File: config.mk
export PLATFORM = sky130hd
export DESIGN_NAME = flash_bank_guard
export DESIGN_NICKNAME = d
export VERILOG_FILES = /design/src/rtl/flash_bank_pkg.sv /design/src/rtl/bank_sector_decode.sv /design/src/rtl/op_tracker.sv /design/src/rtl/access_arbiter.sv /design/src/rtl/flash_bank_guard.sv
export SDC_FILE = /design/constraint.sdc
export NUM_CORES = 1
export LEC_CHECK = 0
export ABC_AREA = 0
export BUFFER_PORTS_ARGS = -buffer_cell sky130_fd_sc_hd__buf_2
export CAP_MARGIN = 20
export CORE_MARGIN = 2
export CORE_UTILIZATION = 45
export CTS_CLUSTER_DIAMETER = 120
export DETAILED_ROUTE_END_ITERATION = 12
export HOLD_SLACK_MARGIN = 0.06
export PLACE_DENSITY = 0.77
export RECOVER_POWER = 50
export SKIP_LAST_GASP = 1
export SYNTH_ARGS = -nofsm -noshare
export SYNTH_HDL_FRONTEND = slang
export SYNTH_SLANG_ARGS = --single-unit
File: constraint.sdc
create_clock -name clk -period 4.44 [get_ports clk]
set_clock_uncertainty 0.2 [all_clocks]
set_input_delay 0.666 -clock clk [delete_from_list [all_inputs] [get_ports clk]]
set_output_delay 0.666 -clock clk [all_outputs]
set_load 0.01 [all_outputs]
File: src/rtl/flash_bank_pkg.sv
package flash_bank_pkg;

  typedef enum logic [1:0] {
    CMD_PROG       = 2'd0,
    CMD_SECT_ERASE = 2'd1,
    CMD_CHIP_ERASE = 2'd2,
    CMD_RSVD       = 2'd3
  } cmd_e;

  typedef enum logic [1:0] {
    ST_IDLE      = 2'd0,
    ST_RUN       = 2'd1,
    ST_SUSP      = 2'd2,
    ST_SUSP_PROG = 2'd3
  } trk_state_e;

endpackage

File: src/rtl/bank_sector_decode.sv
module bank_sector_decode #(
  parameter int AW        = 22,
  parameter int BANK_BITS = 4,
  parameter int BIG_BITS  = 16,
  parameter int BOOT_BITS = 14
) (
  input  logic [AW-1:0]        addr,
  output logic [BANK_BITS-1:0] bank,
  output logic [AW-1:0]        sect_base
);
  localparam int OFS_BITS = AW - BANK_BITS;
  localparam int UP_BITS  = OFS_BITS - BIG_BITS;
  localparam logic [BANK_BITS-1:0] LAST_BANK = {BANK_BITS{1'b1}};

  function automatic logic in_boot(input logic [AW-1:0] a);
    logic [BANK_BITS-1:0] b;
    logic [UP_BITS-1:0]   up;
    b  = a[AW-1 -: BANK_BITS];
    up = a[OFS_BITS-1:BIG_BITS];
    return ((b == '0) && (up == '0)) || ((b == LAST_BANK) && (&up));
  endfunction

  function automatic logic [AW-1:0] base_of(input logic [AW-1:0] a);
    logic [AW-1:0] m;
    if (in_boot(a)) m = {{(AW-BOOT_BITS){1'b1}}, {BOOT_BITS{1'b0}}};
    else            m = {{(AW-BIG_BITS){1'b1}},  {BIG_BITS{1'b0}}};
    return a & m;
  endfunction

  assign bank      = addr[AW-1 -: BANK_BITS];
  assign sect_base = base_of(addr);
endmodule

File: src/rtl/op_tracker.sv
module op_tracker
  import flash_bank_pkg::*;
#(
  parameter int AW        = 22,
  parameter int BANK_BITS = 4
) (
  input  logic                 clk,
  input  logic                 rst_n,
  input  logic                 start_evt,
  input  cmd_e                 start_cmd,
  input  logic [BANK_BITS-1:0] start_bank,
  input  logic [AW-1:0]        start_base,
  input  logic                 done_evt,
  input  logic                 susp_evt,
  input  logic                 resume_evt,
  output trk_state_e           state,
  output cmd_e                 act_cmd,
  output logic [BANK_BITS-1:0] act_bank,
  output logic [AW-1:0]        erase_base
);
  logic [BANK_BITS-1:0] erase_bank;

  always_ff @(posedge clk or negedge rst_n) begin
    if (!rst_n) begin
      state      <= ST_IDLE;
      act_cmd    <= CMD_PROG;
      act_bank   <= '0;
      erase_base <= '0;
      erase_bank <= '0;
    end else begin
      unique case (state)
        ST_IDLE: if (start_evt) begin
          state    <= ST_RUN;
          act_cmd  <= start_cmd;
          act_bank <= start_bank;
          if (start_cmd == CMD_SECT_ERASE) begin
            erase_base <= start_base;
            erase_bank <= start_bank;
          end
        end
        ST_RUN: begin
          if (done_evt)      state <= ST_IDLE;
          else if (susp_evt) state <= ST_SUSP;
        end
        ST_SUSP: begin
          if (start_evt) begin
            state    <= ST_SUSP_PROG;
            act_cmd  <= CMD_PROG;
            act_bank <= start_bank;
          end else if (resume_evt) begin
            state <= ST_RUN;
          end
        end
        ST_SUSP_PROG: if (done_evt) begin
          state    <= ST_SUSP;
          act_cmd  <= CMD_SECT_ERASE;
          act_bank <= erase_bank;
        end
        default: state <= ST_IDLE;
      endcase
    end
  end
endmodule

File: src/rtl/access_arbiter.sv
module access_arbiter
  import flash_bank_pkg::*;
#(
  parameter int AW        = 22,
  parameter int BANK_BITS = 4
) (
  input  logic                      acc_valid,
  input  logic                      acc_write,
  input  cmd_e                      acc_cmd,
  input  logic [BANK_BITS-1:0]      acc_bank,
  input  logic [AW-1:0]             acc_base,
  input  trk_state_e                state,
  input  logic [AW-1:0]             erase_base,
  input  logic [(1<<BANK_BITS)-1:0] busy_mask,
  output logic                      grant,
  output logic                      block,
  output logic                      status_sel,
  output logic                      conflict
);
  logic is_rd, is_wr, in_susp, hit_susp_sect, wr_ok;

  function automatic logic write_allowed(input trk_state_e st, input cmd_e c,
                                         input logic same_sect);
    if (st == ST_IDLE) return c != CMD_RSVD;
    if (st == ST_SUSP) return (c == CMD_PROG) && !same_sect;
    return 1'b0;
  endfunction

  always_comb begin
    is_rd         = acc_valid && !acc_write;
    is_wr         = acc_valid && acc_write;
    in_susp       = (state == ST_SUSP) || (state == ST_SUSP_PROG);
    hit_susp_sect = in_susp && (acc_base == erase_base);
    wr_ok         = write_allowed(state, acc_cmd, hit_susp_sect);
    grant         = is_rd || (is_wr && wr_ok);
    block         = acc_valid && !grant;
    status_sel    = is_rd && (busy_mask[acc_bank] || hit_susp_sect);
    conflict      = is_wr && (state == ST_SUSP) && (acc_cmd == CMD_PROG) && hit_susp_sect;
  end
endmodule

File: src/rtl/flash_bank_guard.sv
module flash_bank_guard
  import flash_bank_pkg::*;
#(
  parameter int AW        = 22,
  parameter int BANK_BITS = 4,
  parameter int BIG_BITS  = 16,
  parameter int BOOT_BITS = 14
) (
  input  logic                      clk,
  input  logic                      rst_n,
  input  logic                      acc_valid,
  input  logic                      acc_write,
  input  logic [1:0]                acc_cmd,
  input  logic [AW-1:0]             acc_addr,
  input  logic                      op_done,
  input  logic                      susp_req,
  input  logic                      resume_req,
  output logic                      acc_grant,
  output logic                      acc_block,
  output logic                      rd_status_sel,
  output logic                      susp_conflict,
  output logic                      busy_valid,
  output logic [BANK_BITS-1:0]      busy_bank,
  output logic [(1<<BANK_BITS)-1:0] busy_mask,
  output logic                      erase_suspended
);
  localparam int NBANK = 1 << BANK_BITS;

  logic [BANK_BITS-1:0] dec_bank;
  logic [AW-1:0]        dec_base;
  logic [AW-1:0]        erase_base;
  trk_state_e           state;
  cmd_e                 act_cmd;
  cmd_e                 cmd_in;
  logic                 start_evt, done_evt, susp_evt, resume_evt;

  assign cmd_in = cmd_e'(acc_cmd);

  bank_sector_decode #(.AW(AW), .BANK_BITS(BANK_BITS), .BIG_BITS(BIG_BITS),
                       .BOOT_BITS(BOOT_BITS)) u_dec (
    .addr(acc_addr), .bank(dec_bank), .sect_base(dec_base));

  assign start_evt  = acc_valid && acc_write && acc_grant;
  assign done_evt   = op_done && ((state == ST_RUN) || (state == ST_SUSP_PROG));
  assign susp_evt   = susp_req && (state == ST_RUN) && (act_cmd == CMD_SECT_ERASE) && !op_done;
  assign resume_evt = resume_req && (state == ST_SUSP) && !start_evt;

  op_tracker #(.AW(AW), .BANK_BITS(BANK_BITS)) u_trk (
    .clk(clk), .rst_n(rst_n), .start_evt(start_evt), .start_cmd(cmd_in),
    .start_bank(dec_bank), .start_base(dec_base), .done_evt(done_evt),
    .susp_evt(susp_evt), .resume_evt(resume_evt), .state(state),
    .act_cmd(act_cmd), .act_bank(busy_bank), .erase_base(erase_base));

  assign busy_valid      = (state == ST_RUN) || (state == ST_SUSP_PROG);
  assign erase_suspended = (state == ST_SUSP) || (state == ST_SUSP_PROG);

  for (genvar i = 0; i < NBANK; i++) begin : g_mask
    assign busy_mask[i] = busy_valid &&
                          ((act_cmd == CMD_CHIP_ERASE) || (busy_bank == BANK_BITS'(i)));
  end

  access_arbiter #(.AW(AW), .BANK_BITS(BANK_BITS)) u_arb (
    .acc_valid(acc_valid), .acc_write(acc_write), .acc_cmd(cmd_in),
    .acc_bank(dec_bank), .acc_base(dec_base), .state(state),
    .erase_base(erase_base), .busy_mask(busy_mask), .grant(acc_grant),
    .block(acc_block), .status_sel(rd_status_sel), .conflict(susp_conflict));
endmodule

# ---- Yosys cells after proc, flatten, opt, wreduce, memory -nomap -nowiden
# Cells that the tools add are included.
dict set report classes {
  muxes 24
  eq_ne 30
  mul 0
  n_shift 0
  reduce_logical 74
  div_mod_pow 0
  n_addsub 0
  order_cmp 1
  n_bitwise 1
}
# operator count
set op_table {}
lappend op_table {{$eq 4x4->1 const B} 9}
lappend op_table {{$logic_and 1x1->1} 35}
lappend op_table {{$and 22x22->22} 1}
lappend op_table {{$eq 22x22->1} 1}
lappend op_table {{$logic_or 1x1->1} 21}
lappend op_table {{$mux 2} 9}
lappend op_table {{$eq 4x3->1 const B} 4}
lappend op_table {{$mux 16} 1}
lappend op_table {{$eq 4x2->1 const B} 2}
lappend op_table {{$logic_not 4->1} 2}
lappend op_table {{$mux 1} 8}
lappend op_table {{$mux 4} 2}
lappend op_table {{$ne 2x2->1 const B} 4}
lappend op_table {{$pmux 2 s4} 1}
lappend op_table {{$pmux 4 s2} 1}
lappend op_table {{$reduce_and 4->1} 2}
lappend op_table {{$eq 2x1->1 const B} 3}
lappend op_table {{$eq 2x2->1 const B} 3}
lappend op_table {{$logic_not 2->1} 3}
lappend op_table {{$ne 3x3->1 const B} 2}
lappend op_table {{$pmux 2 s3} 1}
lappend op_table {{$reduce_and 3->1} 2}
lappend op_table {{$logic_not 1->1} 5}
lappend op_table {{$lt 4x5->1 const B} 1}
lappend op_table {{other kinds (7)} 7}
dict set report word_totals {
  romBits 0
  ramBits 0
  latchBits 0
  wordCells 135
  memories 0
  input_bits 31
  register_bits 34
}

# ---- Depth between registers and ports, before layout
# Gate-level depths: netlist of run 1.
dict set report logic_depth {
  ltp_word 20
  mapped_depth 6
  depth_no_buf 6
}

# ---- Cells and area by module
# From an unflattened synthesis of run 1, not the netlist that was laid out.
dict set report unflattened {
  cells_unflattened 239
  area_unflattened_um2 2683.8
}
# mod cells_per_inst n_inst area_per_inst_um2 seq_area_each_um2
set modules_own_cells {}
lappend modules_own_cells {op_tracker 90 1 1477.7 850.8}
lappend modules_own_cells {access_arbiter 67 1 545.5 0.0}
lappend modules_own_cells {flash_bank_guard 49 1 419.2 0.0}
lappend modules_own_cells {bank_sector_decode 33 1 241.5 0.0}

# ---- Worst setup path after synthesis of run 1
# OpenSTA, ideal clock, no wires.
dict set report synth_path {
  path_kind {input-to-output}
  from {in acc_addr[20]}
  to {out acc_block}
  arrival_ns 1.850
  t_required_ns 3.574
  path_buffers 0
  path_slack_ns 1.724
  path_stages 5
  path_cell_list {and4_4 a22o_2 a211oi_4 nand3_1 a211oi_1}
}
dict set report synth_between {
  elab_chain_cells 16
  word_cells_on_any_way 18
  cone_classes {2 x eq/ne; 4 x mux; 1 x bitwise; 11 x reduce/logical}
}
# element line_no
set synth_lines {}
lappend synth_lines {{start, declared} flash_bank_guard.sv:14} ;# input logic [AW-1:0] acc_addr,
lappend synth_lines {{$eq 4x4->1 / $logic_not 4->1 (equally long branches)} bank_sector_decode.sv:20} ;# return ((b == '0) && (up == '0)) || ((b == LAST_BANK) && (&up));
lappend synth_lines {{$logic_and 1x1->1} bank_sector_decode.sv:20}
lappend synth_lines {{$logic_or 1x1->1} bank_sector_decode.sv:20}
lappend synth_lines {{$mux 16} bank_sector_decode.sv:25} ;# if (in_boot(a)) m = {{(AW-BOOT_BITS){1'b1}}, {BOOT_BITS{1'b0}}};
lappend synth_lines {{$and 22x22->22 (*)} bank_sector_decode.sv:27} ;# return a & m;
lappend synth_lines {{$eq 22x22->1 (*)} access_arbiter.sv:33} ;# hit_susp_sect = in_susp && (acc_base == erase_base);
lappend synth_lines {{$logic_and 1x1->1 (*)} access_arbiter.sv:33}
lappend synth_lines {{$logic_not 1->1 (*)} access_arbiter.sv:25} ;# if (st == ST_SUSP) return (c == CMD_PROG) && !same_sect;
lappend synth_lines {{$logic_and 1x1->1 (*)} access_arbiter.sv:25}
lappend synth_lines {{$mux 1 (*)} access_arbiter.sv:25}
lappend synth_lines {{$mux 1 (*)} access_arbiter.sv:26} ;# return 1'b0;
lappend synth_lines {{$mux 1 (*)} access_arbiter.sv:25}
lappend synth_lines {{$logic_and 1x1->1 (*)} access_arbiter.sv:35} ;# grant = is_rd || (is_wr && wr_ok);
lappend synth_lines {{$logic_or 1x1->1 (*)} access_arbiter.sv:35}
lappend synth_lines {{$logic_not 1->1 (*)} access_arbiter.sv:36} ;# block = acc_valid && !grant;
lappend synth_lines {{$logic_and 1x1->1 (*)} access_arbiter.sv:36}
lappend synth_lines {{end, declared} flash_bank_guard.sv:19} ;# output logic acc_block,
# Mark *: on every way between the ends. The rest lies on a longest branch, timed or not.

# ---- Worst setup path after layout of run 1
dict set report layout_path {
  from {in acc_addr[19]}
  to {out acc_grant}
}
dict set report layout_between {
  elab_chain_cells 14
  word_cells_on_any_way 16
  cone_classes {2 x eq/ne; 4 x mux; 1 x bitwise; 9 x reduce/logical}
}
# element line_no
set layout_lines {}
lappend layout_lines {{$eq 4x4->1 / $logic_not 4->1 (equally long branches)} bank_sector_decode.sv:20}
lappend layout_lines {{$logic_and 1x1->1} bank_sector_decode.sv:20}
lappend layout_lines {{$logic_or 1x1->1} bank_sector_decode.sv:20}
lappend layout_lines {{$mux 16} bank_sector_decode.sv:25}
lappend layout_lines {{$and 22x22->22 (*)} bank_sector_decode.sv:27}
lappend layout_lines {{$eq 22x22->1 (*)} access_arbiter.sv:33}
lappend layout_lines {{$logic_and 1x1->1 (*)} access_arbiter.sv:33}
lappend layout_lines {{$logic_not 1->1 (*)} access_arbiter.sv:25}
lappend layout_lines {{$logic_and 1x1->1 (*)} access_arbiter.sv:25}
lappend layout_lines {{$mux 1 (*)} access_arbiter.sv:25}
lappend layout_lines {{$mux 1 (*)} access_arbiter.sv:26}
lappend layout_lines {{$mux 1 (*)} access_arbiter.sv:25}
lappend layout_lines {{$logic_and 1x1->1 (*)} access_arbiter.sv:35}
lappend layout_lines {{$logic_or 1x1->1 (*)} access_arbiter.sv:35}
lappend layout_lines {{end, declared} flash_bank_guard.sv:18} ;# output logic acc_grant,
# Marked as above.

==> impl_metrics.sql, run 1 <==
INSERT INTO impl_metrics (metric_group, metric, value, unit) VALUES
('worst_setup_path', 'worstSetupEndpointType', 'output port', ''),
('floorplanning', 'die-area', '0.00337', 'sq mm'),
('worst_setup_path', 'cp_num_buf_inv', '2', ''),
('synth', 'synth_cell_types', '35', ''),
('pwr', 'total_power', '0.828', 'mW'),
('sta', 'worst_slew_margin_rel', '0.363', ''),
('synth', 'synth-seq-area-share', '0.305', ''),
('global_routing', 'gr-usage-all-layers', '0.182', ''),
('synth', 'synthCells', '145', ''),
('placed_design', 'numPlacedInstances', '206', ''),
('clock_network', 'cts-hold-fix-buffers', '0', ''),
('outcome', 'outcome', 'complete, no violations', ''),
('pwr', 'peakVddDrop', '0.000326', 'V'),
('finish', 'layoutNonFillerInstCount', '210', ''),
('sta', 'rsz0062_at_grt', 'no', ''),
('finish', 'area_growth_syn_to_layout', '12.6', '%'),
('placed_design', 'place_congestion', '0.829', ''),
('finish', 'post_route_cells_drive_above_1_share', '0.313', ''),
('hold_path', 'worstHoldPathType', 'input port to async pin', ''),
('sta', 'final_min_period_over_clock_period', '0.748', ''),
('drt', 'num_vias', '1163', ''),
('worst_setup_path', 'worstSetupStartpointType', 'input port', ''),
('sta', 'maximum_clock_frequency', '301', 'MHz'),
('drt', 'starting_drc_count_in_detailed_routing', '65', ''),
('synth', 'mappedNetlistArea', '0.00131', 'sq mm'),
('drt', 'detail-route-antenna-nets', '0', ''),
('floorplanning', 'core.rowCount', '19', ''),
('pwr', 'power_density', '560', 'mW/mm^2'),
('synth', 'syn_area_per_cell', '9.06', 'sq um'),
('floorplanning', 'dieHeight', '58.0', 'um'),
('floorplanning', 'placeableCoreArea', '0.00276', 'sq mm'),
('floorplanning', 'start_util', '0.476', ''),
('placed_design', 'place_area', '0.00148', 'sq mm'),
('synth', 'postSynthNetCount', '176', ''),
('placed_design', 'place_hpwl', '2170', 'um'),
('worst_setup_path', 'critical_path.max_stage_delay', '0.51', 'ns'),
('worst_setup_path', 'critPathSlowestCell', 'a31oi_1', ''),
('synth', 'yosysWarningCount', '0', ''),
('global_routing', 'first_global_vias', '1097', ''),
('synth', 'flip_flop_and_latch_count_after_synthesis', '16', ''),
('finish', 'antenna_diode_count', '0', ''),
('clock_network', 'cts_resized', '0', ''),
('sta', 'tns', '0', 'ns'),
('worst_setup_path', 'cpLargestDelayFamily', 'compound AO/OA/AOI/OAI gates', ''),
('sta', 'timing.final.max_slew_violations', '0', ''),
('drt', 'detail_route.wirelength', '2880', 'um'),
('clock_network', 'worst_setup_hold_path_clk_slew', '0.09', 'ns'),
('finish', 'postLayoutCellArea', '0.00148', 'sq mm'),
('sta', 'hold_violations', '0', ''),
('synth', 'synth_top_cells_by_count', '18 x nor2_1, 16 x dfrtp_1, 16 x o21a_1', ''),
('clock_network', 'insertion_delay', '0.29', 'ns'),
('global_routing', 'gr-total-overflow', '0', ''),
('synth', 'synth_top_area_cell', 'dfrtp_1', ''),
('clock_network', 'tritoncts.num_buffers', '3', ''),
('global_routing', 'first_pass_grt_wire_length', '4830', 'um'),
('clock_network', 'clock_path_buffers', '2', ''),
('clock_network', 'cts_root_buf', 'clkbuf_4', ''),
('finish', 'num-nets-final', '211', ''),
('synth', 'async_flop_share', '1.00', ''),
('placed_design', 'port_buffers', '42', ''),
('worst_setup_path', 'timing.critical_path.required', '3.57', 'ns'),
('synth', 'ys_dominant_reg_cell', 'dfrtp_1', ''),
('finish', 'layout.core_utilization', '0.536', ''),
('global_routing', 'largest_net_degree_at_the_start_of_global_routing', '29', ''),
('synth', 'synth_enable_flop_cells', '0', ''),
('floorplanning', 'die_extent_in_x', '58.0', 'um'),
('sta', 'period_minus_slack', '3.32', 'ns'),
('sta', 'finalSetupViolations', '0', ''),
('synth', 'post-synth-top-area-fraction', '0.305', ''),
('synth', 'ys_top_cells_by_area', 'dfrtp_1 30%, mux2_2 11%, o21a_1 9.1%', ''),
('worst_setup_path', 'cp_data_arrival_time', '2.45', 'ns');
-- worst reg2reg max path, delay by kind of cell (launching register included) --
kind | cells | cell delay, ns
simple gates | 1 | 0.39
compound gates | 1 | 0.57
mux | 1 | 0.38
flops | 1 | 0.71
-- final cells by class --
type	instances	area, sq um
multi-input cells	114	792
inverters	3	11.3
repair buffers	42	200
clock buffers	4	36.3
well taps	31	38.8
fillers	268	1280
flip-flops and latches	16	400
-- power by group --
part / total [mW] / internal (mW) / switching (mW)
registers: 0.325 / 0.206 / 0.119
clock network: 0.0990 / 0.0501 / 0.0490
logic: 0.404 / 0.198 / 0.206
total: 0.828 / 0.454 / 0.374
-- cells in the final DEF, fill, tap and decap left out, drive strengths merged --
| master | n |
|---|---|
| nand2 | 11 |
| a21bo | 1 |
| nand2b | 5 |
| nor3b | 1 |
| nor2 | 18 |
| o21a | 16 |
| xnor2 | 6 |
| o22ai | 1 |
| a21oi | 3 |
| nor4 | 3 |
| a31oi | 1 |
| and4 | 1 |
| nand4 | 1 |
| a211oi | 3 |
| o41ai | 1 |
| o21ai | 3 |
| buf | 34 |
| xor2 | 4 |
| inv | 3 |
| dfrtp | 16 |
| o21bai | 1 |
| nor3 | 8 |
| nand3 | 4 |
| a32oi | 1 |
| and2 | 1 |
| a2111oi | 1 |
| o31ai | 1 |
| clkbuf | 12 |
| and3 | 2 |
| a22oi | 1 |
| a22o | 1 |
| mux2 | 14 |
-- path summary, 6_finish.rpt --
path / start / end / slack, ns / cells past startpoint
max: acc_addr[19] / acc_grant / 1.12 / 8
min: rst_n / u_trk.erase_base[16] / 0.24 / 1
max reg2reg: u_trk.state[0] / u_trk.erase_base[16] / 2.09 / 3
min reg2reg: u_trk.erase_base[17] / u_trk.erase_base[17] / 0.34 / 1
max in group asynchronous: rst_n / u_trk.act_cmd[0] / 3.29 / 1
min in group clk: u_trk.erase_base[17] / u_trk.erase_base[17] / 0.34 / 1
-- flip-flops by register name, summed over array words and instances, names as in the netlist --
| signal | count |
|---|---|
| u_trk.act_bank | 4 |
| u_trk.act_cmd | 2 |
| u_trk.state | 2 |
| u_trk.erase_base | 5 |
| u_trk.erase_bank | 3 |
-- cell families (layout without fill, tap and decap cells) --
family | Yosys count | after routing | share of synthesized area
flip-flops | 16 | 16 | 0.305
multiplexers | 14 | 14 | 0.120
AO/OA/AOI/OAI | 35 | 35 | 0.229
AND/OR/NAND/NOR | 55 | 55 | 0.209
buffers and inverters | 15 | 49 | 0.0714
XOR/XNOR | 10 | 10 | 0.0667
-- metal layers --
metal,share of wire,global-route usage
met4,0.018,0.0631
met2,0.50,0.313
met5,0,0
met1,0.44,0.241
met3,0.048,0.0156
-- per-stage QoR --
step / hold WS [ns] / worst slack (ns)
6_report: 0.235 / 1.12
2_1_floorplan: 0.170 / 1.72
3_3_place_gp: 0.285 / 1.47
4_1_cts: 0.0673 / 1.43
3_5_place_dp: 0.315 / 1.43
5_1_grt: 0.307 / 0.879
(Power assumes the default switching activity.)
==> inputs of run 2 (changes only) <==
==> constraint.sdc (replaced) <==
create_clock -name clk -period 3.2 [get_ports clk]
set_clock_uncertainty 0.2 [all_clocks]
set_input_delay 0.48 -clock clk [delete_from_list [all_inputs] [get_ports clk]]
set_output_delay 0.48 -clock clk [all_outputs]
set_load 0.01 [all_outputs]
==> run 2 against run 1 <==
Register-to-register slack got worse by 1.5 ns. Final area rose by 2.0%. Worst hold slack improved by 0.023 ns. Clock-buffer cell count did not move. Die area stayed put. Critical path depth fell by 4. Critical path type is now flip-flop to output port. Sequential power is 36% higher. Final cell count grew 0.95%.
==> impl_metrics.sql, run 2 (same netlist as run 1, synthesis figures left out) <==
INSERT INTO impl_metrics (metric_group, metric, value, unit) VALUES
('global_routing', 'first_global_vias', '1089', ''),
('clock_network', 'cts.sink_count', '16', ''),
('sta', 'finalSetupViolations', '0', ''),
('sta', 'hold_violations', '0', ''),
('floorplanning', 'core.rowCount', '19', ''),
('floorplanning', 'die_extent_in_x', '58.0', 'um'),
('finish', 'layoutNonFillerInstCount', '212', ''),
('clock_network', 'cts-hold-fix-buffers', '1', ''),
('sta', 'postLayoutSetupSlackWorst', '0.396', 'ns'),
('sta', 'timing.final.max_slew_violations', '0', ''),
('sta', 'worst_hold_slack_after_final_layout', '0.258', 'ns'),
('sta', 'rsz0062_at_grt', 'no', ''),
('floorplanning', 'dieHeight', '58.0', 'um'),
('worst_setup_path', 'worstSetupStartpointType', 'flip-flop', ''),
('worst_setup_path', 'cp_data_arrival_time', '2.12', 'ns'),
('clock_network', 'worst_setup_hold_path_clk_slew', '0.10', 'ns'),
('clock_network', 'cts_root_buf', 'clkbuf_4', ''),
('drt', 'starting_drc_count_in_detailed_routing', '49', ''),
('clock_network', 'cts_resized', '0', ''),
('drt', 'detail_route.wirelength', '2790', 'um'),
('drt', 'wl_per_cell', '13.2', 'um'),
('placed_design', 'place_congestion', '0.832', ''),
('sta', 'worst_pin_slew', '0.868', 'ns'),
('drt', 'viasPerCell', '5.58', ''),
('clock_network', 'clock_tree_from_tritoncts', 'done', ''),
('floorplanning', 'placeableCoreArea', '0.00276', 'sq mm'),
('pwr', 'power_density', '759', 'mW/mm^2'),
('placed_design', 'pre_cts_slack', '0.542', 'ns'),
('worst_setup_path', 'timing.critical_path.required', '2.52', 'ns'),
('placed_design', 'place_hpwl', '2140', 'um'),
('clock_network', 'ctsHtreeMaxLevel', '1', ''),
('clock_network', 'tritoncts.num_buffers', '3', ''),
('finish', 'multi_input_comb_area', '807', 'sq um'),
('placed_design', 'port_buffers', '42', ''),
('global_routing', 'largest_net_degree_at_the_start_of_global_routing', '29', ''),
('worst_setup_path', 'crit_path_max_fanout', '28', ''),
('finish', 'antenna_diode_count', '0', ''),
('finish', 'largest_reg_flops', '5', ''),
('drt', 'num_vias', '1184', ''),
('hold_path', 'worstHoldPathType', 'input port to flip-flop', ''),
('finish', 'num-nets-final', '213', ''),
('clock_network', 'clock_path_buffers', '2', ''),
('global_routing', 'grt_antenna_before_repair', '0', ''),
('finish', 'most_frequent_standard_cell_in_the_layout_excluding_fill_and_tap_cells', 'buf_2', ''),
('finish', 'area_growth_syn_to_layout', '14.9', '%'),
('drt', 'drc_errors', '0', ''),
('global_routing', 'gr-total-overflow', '0', ''),
('finish', 'layout_common_cells', '32 x buf_2, 18 x nor2_1, 16 x o21a_1, 16 x dfrtp_1, 13 x mux2_2', ''),
('drt', 'detailedRoute.firstPassIterationCount', '4', ''),
('sta', 'maximum_clock_frequency', '357', 'MHz'),
('outcome', 'outcome', 'complete, no violations', ''),
('job', 'max-cap-violations', '0', ''),
('floorplanning', 'die-area', '0.00337', 'sq mm'),
('finish', 'post_route_cells_drive_above_1_share', '0.315', ''),
('floorplanning', 'io-pin-count', '57', ''),
('clock_network', 'insertion_delay', '0.29', 'ns'),
('sta', 'final_min_period_over_clock_period', '0.876', ''),
('sta', 'worst_slew_margin_rel', '0.421', ''),
('finish', 'reg.largest.list', 'u_trk.erase_base: 5 flops, u_trk.act_bank: 4 flops, u_trk.erase_bank: 3 flops', ''),
('global_routing', 'first_pass_grt_wire_length', '4780', 'um'),
('drt', 'detail-route-antenna-nets', '0', ''),
('floorplanning', 'start_util', '0.476', ''),
('sta', 'tns', '0', 'ns'),
('finish', 'fillCellCount', '254', ''),
('worst_setup_path', 'worstSetupEndpointType', 'output port', ''),
('finish', 'ff_latch_area', '400', 'sq um'),
('placed_design', 'numPlacedInstances', '207', ''),
('sta', 'period_minus_slack', '2.80', 'ns'),
('pwr', 'p_leak', '0.658', 'nW'),
('global_routing', 'gr-usage-all-layers', '0.178', ''),
('worst_setup_path', 'path_class', 'flip-flop to output port', ''),
('pwr', 'peakVddDrop', '0.000458', 'V'),
('clock_network', 'post_cts.repair.setup_buffers', '0', ''),
('finish', 'registers.top_by_ff_count', 'u_trk.erase_base', '');
==> run 2: cell count changes in the layout (fill, tap and decap cells not counted) <==
cell / previous run / this run
a2111oi_2: 0 / 1
a2111oi_4: 1 / 0
a211oi_1: 3 / 2
a211oi_4: 0 / 1
a31oi_1: 1 / 0
a31oi_4: 0 / 1
buf_2: 34 / 32
buf_4: 0 / 1
clkbuf_1: 8 / 10
dlygate4sd3_1: 0 / 1
==> run 2: power by group <==
group / total, mW / switching, mW / internal (mW)
clock network: 0.134 / 0.0651 / 0.0692
logic: 0.568 / 0.289 / 0.279
registers: 0.443 / 0.157 / 0.286
total: 1.15 / 0.511 / 0.635
==> run 2: routing by layer <==
metal  vias up  track usage  part of all wire
met1       553        0.233              0.43
met5         -            0                 0
met3         4       0.0134             0.054
met4         0       0.0432             0.011
met2        34        0.318              0.51
li1        593            -                 -
==> run 2: worst paths after layout <==
kind,slack [ns],cells past startpoint,startpoint,endpoint
setup / recovery,0.40,4,u_trk.state[0],acc_grant
hold / removal,0.26,3,acc_cmd[1],u_trk.act_cmd[1]
setup reg to reg,0.56,3,u_trk.state[0],u_trk.erase_bank[0]
hold reg to reg,0.33,2,u_trk.erase_base[14],u_trk.erase_base[14]
max in group asynchronous,1.65,2,rst_n,u_trk.act_bank[3]
min in group asynchronous,0.61,2,rst_n,u_trk.erase_base[14]
==> run 2: worst max-delay path: stages, from the launching register on <==
cell and delay, ns:
dfrtp_1 0.69, a2111oi_2 0.78, nor2_1 0.13, nand2_1 0.10
buf_2 0.13
==> run 2: final cells by class <==
cell class                 count  area share
multi-input combinational    114       0.535
sequential                    16       0.265
timing repair buffer          44       0.143
tap                           31      0.0257
clock buffer                   4      0.0240
inverter                       3     0.00746
==> run 2: metrics by stage <==
| stage | total power, mW | cell area, sq um | utilization |
|---|---|---|---|
| 6_report | 1.15 | 1510 | 0.547 |
| 5_1_grt | 1.25 | 1510 | 0.547 |
| 4_1_cts | 1.17 | 1530 | 0.556 |
| 3_5_place_dp | 1.03 | 1490 | 0.539 |
| 3_3_place_gp | 1.01 | 1490 | 0.539 |
| 2_1_floorplan | 0.898 | 1310 | - |
